### src/rtl/rs_pkg.sv
package rs_pkg;

  typedef enum logic [1:0] {
    CODE_RECT    = 2'd0,
    CODE_BARKER  = 2'd1,
    CODE_MLS7    = 2'd2,
    CODE_MLS31   = 2'd3
  } code_e;

  typedef enum logic [1:0] {
    ST_IDLE   = 2'd0,
    ST_WAIT   = 2'd1,
    ST_ACTIVE = 2'd2
  } seq_st_e;

  localparam int CHIP_W = 5;
  localparam int BARKER_LEN = 13;
  localparam logic [BARKER_LEN-1:0] BARKER_BITS = 13'b1111100110101;

  function automatic logic [CHIP_W-1:0] code_len(code_e sel);
    case (sel)
      CODE_RECT:   code_len = CHIP_W'(1);
      CODE_BARKER: code_len = CHIP_W'(BARKER_LEN);
      CODE_MLS7:   code_len = CHIP_W'(7);
      default:     code_len = CHIP_W'(31);
    endcase
  endfunction

endpackage

### src/rtl/rs_lfsr.sv
module rs_lfsr #(
  parameter int W   = 3,
  parameter int TAP = 1
) (
  input  logic clk,
  input  logic rst_n,
  input  logic load,
  input  logic step,
  output logic bit_o
);

  logic [W-1:0] sr_q, sr_d;

  always_comb begin
    sr_d = sr_q;
    if (load) begin
      sr_d = '1;
    end else if (step) begin
      sr_d = {sr_q[0] ^ sr_q[TAP], sr_q[W-1:1]};
    end
  end

  always_ff @(posedge clk or negedge rst_n) begin
    if (!rst_n) begin
      sr_q <= '1;
    end else if (load || step) begin
      sr_q <= sr_d;
    end
  end

  assign bit_o = sr_q[0];

endmodule

### src/rtl/rs_code_gen.sv
module rs_code_gen
  import rs_pkg::*;
(
  input  logic              clk,
  input  logic              rst_n,
  input  logic              load,
  input  logic              step,
  input  code_e             sel,
  input  logic [CHIP_W-1:0] chip,
  output logic              bit_o
);

  localparam int N_LFSR = 2;

  logic [N_LFSR-1:0] mls_bit;
  logic [3:0]        b_idx;
  logic              barker_bit;

  for (genvar g = 0; g < N_LFSR; g++) begin : g_lfsr
    localparam int LW = (g == 0) ? 3 : 5;
    localparam int LT = (g == 0) ? 1 : 2;
    rs_lfsr #(
      .W  (LW),
      .TAP(LT)
    ) u_lfsr (
      .clk  (clk),
      .rst_n(rst_n),
      .load (load),
      .step (step),
      .bit_o(mls_bit[g])
    );
  end

  always_comb begin
    b_idx      = 4'(BARKER_LEN - 1) - chip[3:0];
    barker_bit = 1'b1;
    if (chip < CHIP_W'(BARKER_LEN)) begin
      barker_bit = BARKER_BITS[b_idx];
    end
  end

  always_comb begin
    case (sel)
      CODE_RECT:   bit_o = 1'b1;
      CODE_BARKER: bit_o = barker_bit;
      CODE_MLS7:   bit_o = mls_bit[0];
      default:     bit_o = mls_bit[1];
    endcase
  end

endmodule

### src/rtl/rs_tick_gen.sv
module rs_tick_gen #(
  parameter int DIV_W = 8
) (
  input  logic             clk,
  input  logic             rst_n,
  input  logic [DIV_W-1:0] div,
  output logic             tick
);

  logic [DIV_W-1:0] cnt_q, cnt_d;

  always_comb begin
    tick  = (cnt_q >= div);
    cnt_d = tick ? '0 : cnt_q + 1'b1;
  end

  always_ff @(posedge clk or negedge rst_n) begin
    if (!rst_n) begin
      cnt_q <= '0;
    end else begin
      cnt_q <= cnt_d;
    end
  end

endmodule

### src/rtl/rs_clutter.sv
module rs_clutter
  import rs_pkg::*;
(
  input  logic              clk,
  input  logic              rst_n,
  input  logic              tick,
  input  logic [CHIP_W-1:0] len,
  output logic              req
);

  logic [CHIP_W-1:0] cnt_q, cnt_d;
  logic              req_q, req_d;

  always_comb begin
    cnt_d = cnt_q;
    req_d = 1'b0;
    if (tick) begin
      if (cnt_q >= len - 1'b1) begin
        cnt_d = '0;
        req_d = 1'b1;
      end else begin
        cnt_d = cnt_q + 1'b1;
      end
    end
  end

  always_ff @(posedge clk or negedge rst_n) begin
    if (!rst_n) begin
      cnt_q <= '0;
      req_q <= 1'b0;
    end else begin
      req_q <= req_d;
      if (tick) begin
        cnt_q <= cnt_d;
      end
    end
  end

  assign req = req_q;

endmodule

### src/rtl/rs_pulse_fsm.sv
module rs_pulse_fsm
  import rs_pkg::*;
#(
  parameter int DLY_W = 12,
  parameter int AMP_W = 12,
  parameter int PH_W  = 14,
  parameter int IDX_W = 8
) (
  input  logic              clk,
  input  logic              rst_n,
  input  logic              tick,
  input  logic              trig,
  input  code_e             sel_in,
  input  logic [DLY_W-1:0]  dly_in,
  input  logic [AMP_W-1:0]  amp_in,
  input  logic              code_bit,
  output logic              load,
  output logic              emit,
  output logic [CHIP_W-1:0] chip,
  output code_e             sel,
  output logic              strobe,
  output logic [PH_W-1:0]   phase,
  output logic              win,
  output logic [AMP_W-1:0]  amp,
  output logic              ovl,
  output logic [IDX_W-1:0]  idx
);

  localparam logic [PH_W-1:0] PH_HALF = PH_W'(1) << (PH_W - 1);

  seq_st_e           st_q, st_d;
  logic [DLY_W-1:0]  dcnt_q, dcnt_d;
  logic [CHIP_W-1:0] chip_q, chip_d;
  code_e             sel_q, sel_d;
  logic [AMP_W-1:0]  amp_q, amp_d;
  logic [PH_W-1:0]   ph_q, ph_d;
  logic              stb_q, stb_d;
  logic              ovl_q, ovl_d;
  logic [IDX_W-1:0]  idx_q, idx_d;

  always_comb begin
    st_d   = st_q;
    dcnt_d = dcnt_q;
    chip_d = chip_q;
    sel_d  = sel_q;
    amp_d  = amp_q;
    ph_d   = ph_q;
    idx_d  = idx_q;
    stb_d  = 1'b0;
    ovl_d  = 1'b0;
    load   = 1'b0;
    emit   = 1'b0;

    if (trig) begin
      if (st_q == ST_IDLE) begin
        st_d   = ST_WAIT;
        dcnt_d = dly_in;
        sel_d  = sel_in;
        chip_d = '0;
        idx_d  = idx_q + 1'b1;
        load   = 1'b1;
      end else begin
        ovl_d = 1'b1;
      end
    end

    if (tick) begin
      case (st_q)
        ST_WAIT: begin
          if (dcnt_q == '0) begin
            st_d   = ST_ACTIVE;
            amp_d  = amp_in;
            chip_d = CHIP_W'(1);
            emit   = 1'b1;
          end else begin
            dcnt_d = dcnt_q - 1'b1;
          end
        end
        ST_ACTIVE: begin
          if (chip_q == code_len(sel_q)) begin
            st_d = ST_IDLE;
            ph_d = '0;
          end else begin
            chip_d = chip_q + 1'b1;
            emit   = 1'b1;
          end
        end
        default: ;
      endcase
    end

    if (emit) begin
      stb_d = 1'b1;
      ph_d  = code_bit ? '0 : PH_HALF;
    end
  end

  always_ff @(posedge clk or negedge rst_n) begin
    if (!rst_n) begin
      st_q   <= ST_IDLE;
      dcnt_q <= '0;
      chip_q <= '0;
      sel_q  <= CODE_RECT;
      amp_q  <= '0;
      ph_q   <= '0;
      stb_q  <= 1'b0;
      ovl_q  <= 1'b0;
      idx_q  <= '0;
    end else begin
      st_q  <= st_d;
      stb_q <= stb_d;
      ovl_q <= ovl_d;
      ph_q  <= ph_d;
      if (load || tick) begin
        dcnt_q <= dcnt_d;
        chip_q <= chip_d;
      end
      if (load) begin
        sel_q <= sel_d;
        idx_q <= idx_d;
      end
      if (emit) begin
        amp_q <= amp_d;
      end
    end
  end

  assign chip   = chip_q;
  assign sel    = sel_q;
  assign strobe = stb_q;
  assign phase  = ph_q;
  assign win    = (st_q == ST_ACTIVE);
  assign amp    = win ? amp_q : '0;
  assign ovl    = ovl_q;
  assign idx    = idx_q;

endmodule

### src/rtl/radar_pulse_seq.sv
module radar_pulse_seq
  import rs_pkg::*;
#(
  parameter int DIV_W = 8,
  parameter int DLY_W = 12,
  parameter int AMP_W = 12,
  parameter int PH_W  = 14,
  parameter int IDX_W = 8
) (
  input  logic             clk,
  input  logic             rst_n,
  input  logic [DIV_W-1:0] upd_div,
  input  logic [1:0]       code_sel,
  input  logic [DLY_W-1:0] range_dly,
  input  logic             prt_trig,
  input  logic [AMP_W-1:0] amp_in,
  output logic             upd_strobe,
  output logic [PH_W-1:0]  phase_word,
  output logic             echo_en,
  output logic [AMP_W-1:0] echo_amp,
  output logic             clut_req,
  output logic             overlap_err,
  output logic [IDX_W-1:0] pulse_idx
);

  logic              tick;
  logic              load, emit, code_bit;
  logic [CHIP_W-1:0] chip;
  code_e             sel_live, sel_held;

  assign sel_live = code_e'(code_sel);

  rs_tick_gen #(.DIV_W(DIV_W)) u_tick (
    .clk  (clk),
    .rst_n(rst_n),
    .div  (upd_div),
    .tick (tick)
  );

  rs_clutter u_clut (
    .clk  (clk),
    .rst_n(rst_n),
    .tick (tick),
    .len  (code_len(sel_live)),
    .req  (clut_req)
  );

  rs_code_gen u_code (
    .clk  (clk),
    .rst_n(rst_n),
    .load (load),
    .step (emit),
    .sel  (sel_held),
    .chip (chip),
    .bit_o(code_bit)
  );

  rs_pulse_fsm #(
    .DLY_W(DLY_W),
    .AMP_W(AMP_W),
    .PH_W (PH_W),
    .IDX_W(IDX_W)
  ) u_fsm (
    .clk     (clk),
    .rst_n   (rst_n),
    .tick    (tick),
    .trig    (prt_trig),
    .sel_in  (sel_live),
    .dly_in  (range_dly),
    .amp_in  (amp_in),
    .code_bit(code_bit),
    .load    (load),
    .emit    (emit),
    .chip    (chip),
    .sel     (sel_held),
    .strobe  (upd_strobe),
    .phase   (phase_word),
    .win     (echo_en),
    .amp     (echo_amp),
    .ovl     (overlap_err),
    .idx     (pulse_idx)
  );

endmodule

### config.mk
export PLATFORM = sky130hd
export DESIGN_NAME = radar_pulse_seq
export DESIGN_NICKNAME = d
export VERILOG_FILES = /design/src/rtl/rs_pkg.sv /design/src/rtl/rs_lfsr.sv /design/src/rtl/rs_code_gen.sv /design/src/rtl/rs_tick_gen.sv /design/src/rtl/rs_clutter.sv /design/src/rtl/rs_pulse_fsm.sv /design/src/rtl/radar_pulse_seq.sv
export SDC_FILE = /design/constraint.sdc
export NUM_CORES = 1
export LEC_CHECK = 0
export ABC_AREA = 0
export BUFFER_PORTS_ARGS = -buffer_cell sky130_fd_sc_hd__buf_2
export CAP_MARGIN = 20
export CORE_MARGIN = 2
export CORE_UTILIZATION = 35
export DETAILED_ROUTE_END_ITERATION = 12
export PLACE_DENSITY = 0.66
export SLEW_MARGIN = 20
export SYNTH_ARGS = -nofsm -noshare
export SYNTH_HDL_FRONTEND = slang
export SYNTH_SLANG_ARGS = --single-unit
### constraint.sdc
create_clock -name clk -period 5 [get_ports clk]
set_input_delay 0.5 -clock clk [delete_from_list [all_inputs] [get_ports clk]]
set_output_delay 0.5 -clock clk [all_outputs]
set_load 0.02 [all_outputs]
==> flow_metrics.env, run 1 <==
export IMPL_clkSinkCount=66
export IMPL_dpl_cell_area_um2=4265
export IMPL_max_clock_skew_ns=0.01392
export IMPL_viasPerCell=4.978
export IMPL_yosys_most_used_dff="sky130_fd_sc_hd__dfrtp_1"
export IMPL_ys_warn_count=0
export IMPL_die_h_um=109.4
export IMPL_layout_drive_gt1_share_pct=26.55
export IMPL_post_cts_hold_buffer_count=0
export IMPL_initial_utilization_pct=35.88
export IMPL_setup_worst_path_end_class="flip-flop"
export IMPL_hold_viol=0
export IMPL_synthToLayoutAreaGrowth_pct=14.80
export IMPL_postRouteWirelength_um=8000
export IMPL_layout_commonest_cell="sky130_fd_sc_hd__buf_2"
export IMPL_setup_worst_path_class="flip-flop to flip-flop"
export IMPL_grt_usage_pct=14.48
export IMPL_clockBufferDepth=2
export IMPL_post_cts_resized=0
export IMPL_synth_yosys_seq_area_share_pct=42.71
export IMPL_die_area_um2=11970
export IMPL_max_cap_violations=0
export IMPL_critical_path_top_delay_family="compound AO/OA/AOI/OAI gates"
export IMPL_numCtsBuffers=9
export IMPL_critical_path_cell_by_cell="inv_1 > ha_1 > nand2b_1 > a2111oi_4 > o311ai_4 > nand2_1 > o32ai_1 > nor3_1"
export IMPL_ys_async_sr_fraction_pct=100.0
export IMPL_hold_ws_ns=0.3110
export IMPL_leakagePower_nw=2.184
export IMPL_critical_path_slowest_cell="sky130_fd_sc_hd__o311ai_4"
export IMPL_min_period_ns=2.771
export IMPL_mean_area_per_synthesized_cell_um2=10.08
export IMPL_die_w_um=109.4
export IMPL_number_of_buffers_inserted_by_post_cts_setup_repair=0
export IMPL_netlist_instances=386
export IMPL_clkLatencyLatePin_ns=0.35
export IMPL_m1WireLength_um=3813
export IMPL_fmax_mhz=360.9
export IMPL_drt_iter0_markers=103
export IMPL_tritoncts="yes"
export IMPL_p_per_area_nw_per_um2=394.8
export IMPL_vias=2947
export IMPL_antenna_left=0
export IMPL_max_stage_delay_ns=0.73
export IMPL_placement_rows=38
export IMPL_fp_coreArea_um2=10840
export IMPL_antenna_found_initial=0
export IMPL_top_cells_by_area_synth="sky130_fd_sc_hd__dfrtp_1, sky130_fd_sc_hd__ha_1, sky130_fd_sc_hd__dfstp_2"
export IMPL_grt_setup_unrepaired="no"
export IMPL_maximum_number_of_pins_on_one_net_before_global_route_repair=67
export IMPL_final_period_utilization_pct=55.41
export IMPL_post_place_cells=576
export IMPL_number_of_distinct_library_cells_after_synthesis=65
export IMPL_grt_pass1_wl_um=13760
export IMPL_io_port_bufs=61
export IMPL_top_level_ports=75
export IMPL_finalInstanceArea_um2=4466
export IMPL_max_slew_worst_pin_slew_ns=0.8301
export IMPL_setup_viol=0
export IMPL_global_route_overflow_total=0
export IMPL_worstHoldPathType="input port to async pin"
export IMPL_synth_top_cell_area_share_pct=37.31
export IMPL_outcome="finished clean"
export IMPL_n_antenna_cell=0
export IMPL_routedWlPerCell_um=13.51
export IMPL_htreeDepth=3
export IMPL_hpwl_after_detailed_placement_um=5670
export IMPL_timing_critical_path_from_type="flip-flop"
export IMPL_vdd_drop_max_uv=164.8
export IMPL_synth_enable_flop_cells=0
export IMPL_timing_critical_path_arrival_ns=2.99
export IMPL_number_of_global_route_vias_before_repair=3020
export IMPL_required_ns=5.22
export IMPL_clock_root_buffer="sky130_fd_sc_hd__clkbuf_8"
export IMPL_path_clk_slew_ns=0.08
export IMPL_place_gp_congestion=0.7958
export IMPL_final_setup_tns_ns=0
export IMPL_drt_pass1_iter_count=4
export IMPL_most_common_layout_cells="sky130_fd_sc_hd__buf_2, sky130_fd_sc_hd__dfrtp_1, sky130_fd_sc_hd__nand2_1"
export IMPL_wl_met2_um=3751
export IMPL_drc_errors=0
export IMPL_crit_fanout=19
export IMPL_synth_largest_area_cell="sky130_fd_sc_hd__dfrtp_1"
export IMPL_layout_cells_non_filler=592
export IMPL_post_synth_instance_area_um2=3890
export IMPL_routed_wl_met3_um=302
export IMPL_critPathBufInv=1
export IMPL_synth_ff_latch_count=66
export IMPL_relSlewSlack_pct=44.66
export IMPL_slew_violations=0
export IMPL_numnets_final=505
export IMPL_top_signal_layer_used="met4"
==> cells in the mapped netlist (6+ instances only) <==
| master | instances |
|---|---|
| sky130_fd_sc_hd__o21ai_0 | 15 |
| sky130_fd_sc_hd__a21oi_1 | 21 |
| sky130_fd_sc_hd__nor3_1 | 9 |
| sky130_fd_sc_hd__xor2_1 | 8 |
| sky130_fd_sc_hd__ha_1 | 21 |
| sky130_fd_sc_hd__and3_1 | 8 |
| sky130_fd_sc_hd__nand3_1 | 16 |
| sky130_fd_sc_hd__nor2_1 | 24 |
| sky130_fd_sc_hd__and2_1 | 15 |
| sky130_fd_sc_hd__buf_4 | 14 |
| sky130_fd_sc_hd__mux2_4 | 8 |
| sky130_fd_sc_hd__xnor2_1 | 10 |
| sky130_fd_sc_hd__o22ai_1 | 6 |
| sky130_fd_sc_hd__mux2i_1 | 6 |
| sky130_fd_sc_hd__inv_1 | 25 |
| sky130_fd_sc_hd__nand2_1 | 32 |
| sky130_fd_sc_hd__dfstp_2 | 8 |
| sky130_fd_sc_hd__dfrtp_1 | 58 |
| sky130_fd_sc_hd__a22o_1 | 6 |
==> layer usage <==
metal	up-vias	track usage, %
met5	-	0
met4	0	5.154
met3	12	3.379
met2	59	23.90
met1	1421	18.56
li1	1455	-
==> sequential cells by signal, indices dropped and copies added, names as in the netlist, 2 cells and up <==
signal                     flops
u_fsm.idx                      8
u_fsm.dcnt_q                  12
u_fsm.st_q                     2
u_clut.cnt_q                   5
u_fsm.amp_q                   12
u_code.g_lfsr.u_lfsr.sr_q      8
u_fsm.chip                     5
u_tick.cnt_q                   8
u_fsm.sel                      2
==> power by group <==
group	switching (W)	internal, W
sequential	0.000156	0.000649
clock	0.000225	0.000233
combinational	0.000281	0.000219
total	0.000662	0.00110
==> stage by stage <==
stage	utilization, %	setup slack, ns	total power (W)
detailed placement	39.35	2.077	0.001319
global route	41.19	1.888	0.001906
finish	41.19	2.229	0.001763
floorplan	-	2.537	0.001172
global placement	39.35	2.184	0.001292
CTS	41.19	2.206	0.001788
==> cell families (layout without fill, tap and decap cells) <==
kind of cell	Yosys count	after routing	synth area share (%)
AO/OA/AOI/OAI	79	79	15.15
XOR/XNOR	18	18	4.053
adder cells (fa/ha/maj)	21	21	6.755
buffers and inverters	50	104	6.658
flip-flops	66	66	42.71
multiplexers	19	19	6.079
other	1	13	0.09640
AND/OR/NAND/NOR	132	132	18.50
==> path summary, 6_finish.rpt <==
| kind | depth (start not counted) | start | slack (ns) | to |
|---|---|---|---|---|
| worst max-delay path | 8 | u_tick.cnt_q[0]$_DFF_PN0_ | 2.23 | u_fsm.dcnt_q[10]$_DFFE_PN0P_ |
| worst min-delay path | 2 | rst_n | 0.31 | u_fsm.idx[4]$_DFFE_PN0P_ |
| worst max register to register | 8 | u_tick.cnt_q[0]$_DFF_PN0_ | 2.23 | u_fsm.dcnt_q[10]$_DFFE_PN0P_ |
| worst min register to register | 1 | u_fsm.idx[7]$_DFFE_PN0P_ | 0.48 | u_fsm.idx[7]$_DFFE_PN0P_ |
| max in group asynchronous | 2 | rst_n | 4.12 | u_fsm.chip[2]$_DFFE_PN0P_ |
| min in group clk | 2 | amp_in[4] | 0.38 | u_fsm.amp_q[4]$_DFFE_PN0P_ |
==> final cells by class <==
type | count | area [um2]
multi-input cells | 282 | 2014
repair buffers | 63 | 320.3
fillers | 1077 | 6375
flip-flops and latches | 66 | 1662
clock inverters | 7 | 76.32
clock buffers | 9 | 123.9
inverters | 25 | 93.84
well taps | 140 | 175.2
No activity file was read; power rests on OpenSTA's default activity.
==> run 2, diff against run 1 <==
Clock period 5 ns to 2.8 ns, I/O delays scaled along.
==> run 2 against run 1 <==
- die area unchanged
- routed wire length increased by 5.9%
- setup slack got worse by 1.9 ns
- sequential power increased by 80%
- final cell count increased by 1.4%
- flip-flop and latch count unchanged
- global-route usage increased by 0.42 points
- combinational power increased by 85%
- largest cell class unchanged
- clock skew about the same
- utilization increased by 0.61 points
- first-iteration DRC count increased by 50%
- highest routed layer unchanged
==> flow_metrics.env, run 2 (same netlist as run 1, synthesis figures left out) <==
export IMPL_clkLatencyLatePin_ns=0.35
export IMPL_maximum_number_of_pins_on_one_net_before_global_route_repair=31
export IMPL_vdd_drop_max_uv=346.3
export IMPL_max_cap_violations=0
export IMPL_place_gp_congestion=0.8172
export IMPL_timing_critical_path_arrival_ns=2.72
export IMPL_min_period_ns=2.485
export IMPL_hold_viol=0
export IMPL_max_clock_skew_ns=0.01373
export IMPL_worstHoldPathType="input port to flip-flop"
export IMPL_number_of_global_route_vias_before_repair=2951
export IMPL_htreeDepth=3
export IMPL_final_setup_tns_ns=0
export IMPL_slew_violations=0
export IMPL_path_clk_slew_ns=0.08
export IMPL_setup_worst_path_class="flip-flop to flip-flop"
export IMPL_n_antenna_cell=0
export IMPL_drc_errors=0
export IMPL_number_of_buffers_inserted_by_post_cts_setup_repair=0
export IMPL_vias=3057
export IMPL_clock_root_buffer="sky130_fd_sc_hd__clkbuf_8"
export IMPL_fmax_mhz=402.4
export IMPL_outcome="finished clean"
export IMPL_clkSinkCount=66
export IMPL_io_port_bufs=61
export IMPL_largest_registers="u_fsm.amp_q: 12 flops, u_fsm.dcnt_q: 12 flops"
export IMPL_p_per_area_nw_per_um2=706.9
export IMPL_setup_worst_path_end_class="flip-flop"
export IMPL_grt_pass1_wl_um=13960
export IMPL_relSlewSlack_pct=54.42
export IMPL_clockBufferDepth=2
export IMPL_worst_r2r_setup_slack_ns=0.32
export IMPL_fp_coreArea_um2=10840
export IMPL_numnets_final=513
export IMPL_crit_fanout=14
export IMPL_max_slew_worst_pin_slew_ns=0.6766
export IMPL_placement_rows=38
export IMPL_hpwl_after_detailed_placement_um=6172
export IMPL_tritoncts="yes"
export IMPL_hold_ws_ns=0.1590
export IMPL_antenna_found_initial=0
export IMPL_drt_iter0_markers=155
export IMPL_r2r_worst_path_cells=8
export IMPL_crit_cells=8
export IMPL_routedWlPerCell_um=14.12
export IMPL_viasPerCell=5.095
export IMPL_die_h_um=109.4
export IMPL_critPathBufInv=1
export IMPL_layout_drive_gt1_share_pct=27.39
export IMPL_die_w_um=109.4
export IMPL_endpoint="u_fsm.amp_q[2]$_DFFE_PN0P_"
export IMPL_synthToLayoutAreaGrowth_pct=16.50
export IMPL_leakagePower_nw=2.223
export IMPL_initial_utilization_pct=35.88
export IMPL_numCtsBuffers=9
export IMPL_setup_viol=0
export IMPL_post_cts_resized=0
export IMPL_critical_path_start="u_tick.cnt_q[0]$_DFF_PN0_"
export IMPL_most_common_layout_cells="sky130_fd_sc_hd__buf_2, sky130_fd_sc_hd__dfrtp_1, sky130_fd_sc_hd__nand2_1"
export IMPL_global_route_overflow_total=0
export IMPL_grt_usage_pct=14.90
export IMPL_postRouteWirelength_um=8469
export IMPL_critical_path_top_delay_family="simple AND/OR/NAND/NOR gates"
export IMPL_capturing_point_of_the_worst_reg2reg_path="u_fsm.amp_q[2]$_DFFE_PN0P_"
export IMPL_final_period_utilization_pct=88.74
export IMPL_timing_critical_path_from_type="flip-flop"
export IMPL_required_ns=3.03
export IMPL_drt_pass1_iter_count=4
export IMPL_grt_setup_unrepaired="no"
export IMPL_critical_path_cell_by_cell="inv_1 > ha_1 > nand2b_1 > a2111oi_4 > o311ai_4 > and2_2 > nand2_4 > mux2_2"
export IMPL_max_stage_delay_ns=0.44
export IMPL_post_cts_hold_buffer_count=1
export IMPL_layout_commonest_cell="sky130_fd_sc_hd__buf_2"
export IMPL_top_level_ports=75
export IMPL_antenna_left=0
export IMPL_die_area_um2=11970
export IMPL_critical_path_slowest_cell="sky130_fd_sc_hd__a2111oi_4"
export IMPL_rr_startpoint="u_tick.cnt_q[0]$_DFF_PN0_"
-- run 2: report_power, final --
| group | switching [W] | internal, W | leakage, nW | total [W] |
|---|---|---|---|---|
| clock network | 0.000393 | 0.000441 | 0.0962 | 0.000833 |
| registers | 0.000289 | 0.00116 | 0.830 | 0.00145 |
| logic | 0.000509 | 0.000414 | 1.30 | 0.000923 |
| total | 0.00119 | 0.00201 | 2.22 | 0.00320 |
-- run 2: layout make-up --
| type | count | area (um2) |
|---|---|---|
| multi-input combinational | 282 | 2014 |
| tap | 140 | 175.2 |
| clock inverter | 5 | 62.56 |
| timing repair buffer | 71 | 382.9 |
| inverter | 25 | 93.84 |
| fill | 1087 | 6309 |
| clock buffer | 11 | 141.4 |
| sequential | 66 | 1662 |
-- run 2: routing by layer --
layer  routed length (um)  part of all wire [%]  vias to the layer above  global-route usage (%)
met5                    0                     0                        -                       0
met2                 4060                    48                       92                   24.25
met4                  117                   1.4                        0                   5.335
li1                     -                     -                     1474                       -
met1                 3859                    46                     1481                   18.86
met3                  431                   5.1                       10                   4.268
-- run 2: worst min-delay path by stage --
stage	start	end	slack, ns	cells past startpoint
6_report	amp_in[8]	u_fsm.amp_q[8]$_DFFE_PN0P_	0.16	2
3_5_place_dp	rst_n	u_fsm.idx[5]$_DFFE_PN0P_	0.36	1
3_3_place_gp	rst_n	u_fsm.idx[7]$_DFFE_PN0P_	0.35	1
2_1_floorplan	rst_n	u_clut.cnt_q[0]$_DFFE_PN0N_	-0.02	0
4_1_cts	amp_in[8]	u_fsm.amp_q[8]$_DFFE_PN0P_	0.13	2
5_1_grt	amp_in[8]	u_fsm.amp_q[8]$_DFFE_PN0P_	0.13	2
-- run 2: worst register-to-register path, cell delays in order, from the launching register on --
cell and delay (ns):
sky130_fd_sc_hd__dfrtp_1 0.43, sky130_fd_sc_hd__inv_1 0.06, sky130_fd_sc_hd__ha_1 0.26, sky130_fd_sc_hd__nand2b_1 0.17, sky130_fd_sc_hd__a2111oi_4 0.44, sky130_fd_sc_hd__o311ai_4 0.16
sky130_fd_sc_hd__and2_2 0.28, sky130_fd_sc_hd__nand2_4 0.20, sky130_fd_sc_hd__mux2_2 0.37
-- run 2: metrics by stage --
step / setup slack, ns / instances / util [%] / cell area [um2] / power (W)
after global routing: 0.1854 / 600 / 41.81 / 4532 / 0.003442
final: 0.3151 / 600 / 41.81 / 4532 / 0.003204
after global placement: 0.3765 / 583 / 39.83 / 4318 / 0.002341
after floorplan: 0.4119 / 398 / - / 3935 / 0.002092
after detailed placement: 0.3201 / 583 / 39.83 / 4318 / 0.002378
after CTS: 0.3099 / 600 / 41.81 / 4532 / 0.003230
